**src/rtl/rbf_pkg.sv**
```systemverilog
package rbf_pkg;
  // Default multiplier operand width
  localparam int RBF_OP_W = 8;

  // Radix-4 Booth rows folded pairwise into redundant binary rows
  function automatic int rbf_rows(input int op_w);
    return op_w / 4;
  endfunction
endpackage

```
**src/rtl/rbf_digit_add.sv**
```systemverilog
// Carry-free addition of two redundant binary rows (two-level transfer scheme)
module rbf_digit_add #(
  parameter int W = 16
) (
  input  logic [W-1:0] a_pos,
  input  logic [W-1:0] a_neg,
  input  logic [W-1:0] b_pos,
  input  logic [W-1:0] b_neg,
  output logic [W-1:0] z_pos,
  output logic [W-1:0] z_neg
);
  logic [W-1:0] ap, an, bp, bn;
  logic [W-1:0] s_p1, s_m1, nn, wp, wn, tpi, tni;
  logic [W-2:0] s_p2, s_m2, tp, tn;

  // canonical digits: equal bit pairs become zero
  assign ap = a_pos & ~a_neg;
  assign an = a_neg & ~a_pos;
  assign bp = b_pos & ~b_neg;
  assign bn = b_neg & ~b_pos;

  // per-position digit sum classes
  assign s_p1 = (ap & ~bp & ~bn) | (bp & ~ap & ~an);
  assign s_m1 = (an & ~bp & ~bn) | (bn & ~ap & ~an);
  assign s_p2 = ap[W-2:0] & bp[W-2:0];
  assign s_m2 = an[W-2:0] & bn[W-2:0];

  // nn[i]: both digits at position i-1 are non-negative (true below bit 0)
  assign nn = {~(an[W-2:0] | bn[W-2:0]), 1'b1};

  // transfer digit (top transfer wraps out modulo 2^W)
  assign tp = s_p2 | (s_p1[W-2:0] &  nn[W-2:0]);
  assign tn = s_m2 | (s_m1[W-2:0] & ~nn[W-2:0]);

  // interim digit
  assign wp = (s_p1 | s_m1) & ~nn;
  assign wn = (s_p1 | s_m1) &  nn;

  assign tpi = {tp, 1'b0};
  assign tni = {tn, 1'b0};

  // final digit = interim + incoming transfer, never leaves {-1,0,1}
  assign z_pos = (wp | tpi) & ~(wn | tni);
  assign z_neg = (wn | tni) & ~(wp | tpi);
endmodule

```
**src/rtl/rbf_prefix_sub.sv**
```systemverilog
// diff = a - b = a + ~b + 1 using a Kogge-Stone carry network
module rbf_prefix_sub #(
  parameter int W = 16
) (
  input  logic [W-1:0] a,
  input  logic [W-1:0] b,
  output logic [W-1:0] diff
);
  localparam int CW = W - 1;          // carries needed into bits 1..W-1
  localparam int LV = $clog2(CW);

  logic [W-1:0]  bi, pb;
  logic [CW-1:0] g [LV+1];
  logic [CW-1:0] p [LV];
  logic [W-1:0]  carry;

  assign bi = ~b;
  assign pb = a ^ bi;

  // bit 0 absorbs the +1 carry-in
  assign g[0] = {a[CW-1:1] & bi[CW-1:1], (a[0] & bi[0]) | pb[0]};
  assign p[0] = pb[CW-1:0];

  for (genvar l = 0; l < LV; l++) begin : g_lvl
    localparam int D = 1 << l;
    for (genvar i = 0; i < CW; i++) begin : g_bit
      if (i >= D) begin : g_merge
        assign g[l+1][i] = g[l][i] | (p[l][i] & g[l][i-D]);
        if (l + 1 < LV) begin : g_pp
          assign p[l+1][i] = p[l][i] & p[l][i-D];
        end
      end else begin : g_pass
        assign g[l+1][i] = g[l][i];
        if (l + 1 < LV) begin : g_pp
          assign p[l+1][i] = p[l][i];
        end
      end
    end
  end

  assign carry = {g[LV], 1'b1};
  assign diff  = pb ^ carry;
endmodule

```
**src/rtl/rbf_finisher.sv**
```systemverilog
module rbf_finisher #(
  parameter int OP_W = rbf_pkg::RBF_OP_W,
  localparam int ROWS = rbf_pkg::rbf_rows(OP_W),
  localparam int PW   = 2 * OP_W
) (
  input  logic               clk,
  input  logic               rst,
  input  logic               in_valid,
  input  logic [ROWS*PW-1:0] row_pos,
  input  logic [ROWS*PW-1:0] row_neg,
  output logic               out_valid,
  output logic [PW-1:0]      product
);
  // heap-ordered reduction tree: leaves ROWS..2*ROWS-1, root at 1
  logic [PW-1:0] nd_pos [1:2*ROWS-1];
  logic [PW-1:0] nd_neg [1:2*ROWS-1];
  logic [PW-1:0] diff;

  for (genvar r = 0; r < ROWS; r++) begin : g_leaf
    assign nd_pos[ROWS+r] = row_pos[r*PW +: PW];
    assign nd_neg[ROWS+r] = row_neg[r*PW +: PW];
  end

  for (genvar k = 1; k < ROWS; k++) begin : g_node
    rbf_digit_add #(.W(PW)) u_add (
      .a_pos(nd_pos[2*k]),   .a_neg(nd_neg[2*k]),
      .b_pos(nd_pos[2*k+1]), .b_neg(nd_neg[2*k+1]),
      .z_pos(nd_pos[k]),     .z_neg(nd_neg[k])
    );
  end

  rbf_prefix_sub #(.W(PW)) u_conv (
    .a(nd_pos[1]), .b(nd_neg[1]), .diff(diff)
  );

  always_ff @(posedge clk) begin
    if (rst) begin
      product   <= '0;
      out_valid <= 1'b0;
    end else begin
      out_valid <= in_valid;
      if (in_valid) product <= diff;
    end
  end
endmodule

```
**config.mk**
```make
export PLATFORM = sky130hd
export DESIGN_NAME = rbf_finisher
export DESIGN_NICKNAME = d
export VERILOG_FILES = /design/src/rtl/rbf_pkg.sv /design/src/rtl/rbf_digit_add.sv /design/src/rtl/rbf_prefix_sub.sv /design/src/rtl/rbf_finisher.sv
export SDC_FILE = /design/constraint.sdc
export NUM_CORES = 1
export LEC_CHECK = 0
export BUFFER_PORTS_ARGS = -buffer_cell sky130_fd_sc_hd__buf_2
export CAP_MARGIN = 20
export CORE_UTILIZATION = 58
export DETAILED_ROUTE_END_ITERATION = 8
export PLACE_DENSITY_LB_ADDON = 0.15
export SLEW_MARGIN = 20
export SYNTH_ARGS = -nofsm -noshare
export SYNTH_HDL_FRONTEND = slang
export SYNTH_SLANG_ARGS = --single-unit
```
**constraint.sdc**
```tcl
create_clock -name clk -period 4.5 [get_ports clk]
set_input_delay 0.225 -clock clk [delete_from_list [all_inputs] [get_ports clk]]
set_output_delay 0.225 -clock clk [all_outputs]
set_load 0.02 [all_outputs]
```
==> results by group <==
Critical path
  – Setup CP Type: input pin to flip-flop
  – CP endpoint kind: flip-flop
  – CP bufs+invs: 1
  – Critical-path top delay cell: ha_1
  – Startpoint type of the worst setup path: input pin
  – Kind of cell adding the most delay to the critical path: compound AO/OA/AOI/OAI gates
  – CP required: 4.65 ns
  – Crit path cell chain: buf_2 > nand2b_1 > and2_1 > nor2_1 > o21ai_0 > a21oi_1 > o221ai_1 > ha_1 > nor2b_1 > o21ai_0 > a21oi_1 > o211ai_1 > a21boi_1 > or3_1 > a32o_1
  – Number of cells on the critical path: 15
  – Slowest cell delay on critical path: 0.34 ns
  – Critical Path Fanout Max: 4
  – Critical path arrival: 3.00 ns
  – R2R cell count: 3

STA
  – Final Critical Period: 2.84 ns
  – Setup Viol. Count Final: 0
  – Slew @ Worst Pin: 0.488 ns
  – Final hold vios: 0
  – Slew Viols, Final: 0
  – Worst hold margin: 0.313 ns
  – Total Neg Setup Slack: 0 ns
  – RSZ-0062 raised after global routing: no
  – Rel. slew slack: 67.4%
  – Period utilization: 63.2%
  – Fmax: 0.352 GHz
  – Setup Skew: 0 ns

Routing
  – DRT antenna net count: 0
  – Iteration-0 DRC Markers: 158
  – Total wire length: 6540 um
  – Avg Vias per Cell: 5.69
  – Remaining DRCs: 0
  – Total number of vias: 3216
  – TritonRoute pass-1 iters: 5
  – WL/cell: 11.6 um

Clock network
  – Htree depth: 1
  – CTS buffer count: 3
  – Post_cts resized: 0
  – Clock transition at path regs: 0.07 ns
  – Clk_lat worst skew: 0.26 ns
  – Clk root buf: clkbuf_8
  – Postcts setup bufs: 0
  – Post-CTS Hold Fix Bufs: 0
  – CTS Buffer Depth: 2
  – Clock sink count: 17
  – CTS tree: yes

Die
  – Die ar.: 5250 um2
  – Die width: 72.4 um
  – Cell Rows: 25
  – Core Box Area: 4750 um2
  – Starting Density: 60.5%
  – Boundary pin count: 84
  – Die height: 72.4 um

Logic synthesis
  – Post-Syn Nets: 506
  – Register area share after synthesis: 11.8%
  – Ranking of synthesized cells by area: xnor2_1 (13%), dfxtp_1 (12%), a21oi_1 (6.1%)
  – Seq cells post-synth: 17
  – Post-synth EDFFs: 0
  – Most common flop cell mapped by yosys: dfxtp_1
  – Synth Cell Area: 2880 um2
  – Most frequent cell after synthesis: nor2_1
  – Synth area leader: xnor2_1
  – Synth unique cells: 53
  – Cells after Synth: 424
  – Synth cell count leaders: nor2_1 (43), nand2_1 (42), xnor2_1 (42)
  – Synth async-reset ratio: 0%
  – Synth top area share: 12.8%
  – Syn_area_per_cell: 6.78 um2
  – Synth Warn #: 0

Power and ir drop
  – Sequential share of power: 19.8%
  – Switching Share: 46.2%
  – NetSw: 0.000480 W
  – LEAKAGE: 1.54 nW
  – Peak supply drop: 0.171 mV
  – Power Internal: 0.000558 W
  – Clk network pwr share: 11.2%
  – Pwr/cell area: 308 nW/um2
  – Logic gate share of total power: 69.1%

GRT
  – Vias in the first global route: 2792
  – Initial antenna violation count: 0
  – Largest net degree at the start of global routing: 20
  – Total GRT Usage: 25.1%
  – GRT overflow: 0
  – First-pass GRT wire length: 11100 um

Layout
  – Layout cells sized above 1: 18.5%
  – Post-Route Utilization: 70.9%
  – Fillers: 426
  – Final nets: 581
  – Antenna Diode Count: 0
  – Synth-to-layout area growth: 17.3%

Place
  – Global placer's final weighted congestion: 0.898
  – Dpl hpwl: 5390 um
  – # port buffers: 83

Run
  – Max Cap Viol: 0

Min path
  – Worst hold path depth: 2
  – Worst Hold Class: input pin to flip-flop

Outcome
  – Outcome: finished, final reports clean
## worst reg2reg max path: stages (launching register included)
cell and delay (ns):
dfxtp_1 0.30, nor3b_1 0.13, nor2_1 0.10, nand3b_1 0.08
## through the flow
step                area (um2)  setup slack, ns  std cells  power, W
finish                    3370             1.66        565   0.00104
detailed placement        3330             1.41        561  0.000918
floorplan                 2880             1.71        424  0.000742
CTS                       3370             1.69        565   0.00104
global placement          3330             1.53        561  0.000902
global route              3370             1.42        565   0.00114
## layout make-up
| class | count | area [um2] | area share (%) |
|---|---|---|---|
| multi-input cells | 360 | 2360 | 70.0 |
| clock buffers | 3 | 41.3 | 1.22 |
| flip-flops and latches | 17 | 340 | 10.1 |
| well taps | 67 | 83.8 | 2.49 |
| inverters | 34 | 128 | 3.78 |
| clock inverters | 1 | 5.00 | 0.148 |
| repair buffers | 83 | 415 | 12.3 |
## flip-flops by register name (all words and copies together) (netlist names)
name,count
product,16
out_valid,1
## metal layers
layer,part of all wire (%),vias to the layer above,routed length [um],GRT usage (%)
met3,5.8,4,377,5.00
met2,47,96,3070,43.8
met1,47,1433,3060,32.8
met4,0.55,0,36,2.61
met5,0,-,0,0
li1,-,1683,-,-
## final timing paths
path | startpoint | end | slack (ns)
setup reg to reg | product[5] | product[5] | 3.79
setup / recovery | row_pos[16] | product[12] | 1.66
hold reg to reg | product[15] | product[15] | 0.45
hold / removal | rst | product[4] | 0.31
## power groups by stage
stage          Combinational [W]  Clock (W)  Sequential, W
2_1_floorplan           0.000489          0       0.000254
3_3_place_gp            0.000694          0       0.000208
3_5_place_dp            0.000710          0       0.000208
4_1_cts                 0.000713   0.000117       0.000205
5_1_grt                 0.000806   0.000124       0.000209
6_report                0.000717   0.000116       0.000205
## cells in the final DEF (no fill, tap or decap), drive strengths merged, types with 3 or more instances in the layout
cell type and instances:
buf 83, nor2 43, xnor2 42, nand2 42, o21ai 38, a21oi 35
inv 34, xor2 17, dfxtp 17, o22ai 15, ha 14, a22oi 12
nand2b 8, nor2b 8, a221oi 7, o22a 6, o21a 6, nand3 5
o32ai 5, a21o 5, a31oi 5, a32oi 4, nor3 4, mux2i 4
a211oi 3, clkbuf 3
## kinds of logic (layout without fill, tap and decap cells)
| group | Yosys count | after routing | share of synthesized area [%] |
|---|---|---|---|
| compound gates | 157 | 157 | 35.8 |
| flops | 17 | 17 | 11.8 |
| simple gates | 125 | 125 | 20.1 |
| mux | 4 | 4 | 1.39 |
| xor+xnor | 59 | 59 | 18.0 |
| buf+inv | 47 | 121 | 6.13 |
| fa+ha+maj | 15 | 15 | 6.79 |
No activity file was read; power rests on OpenSTA's default activity.
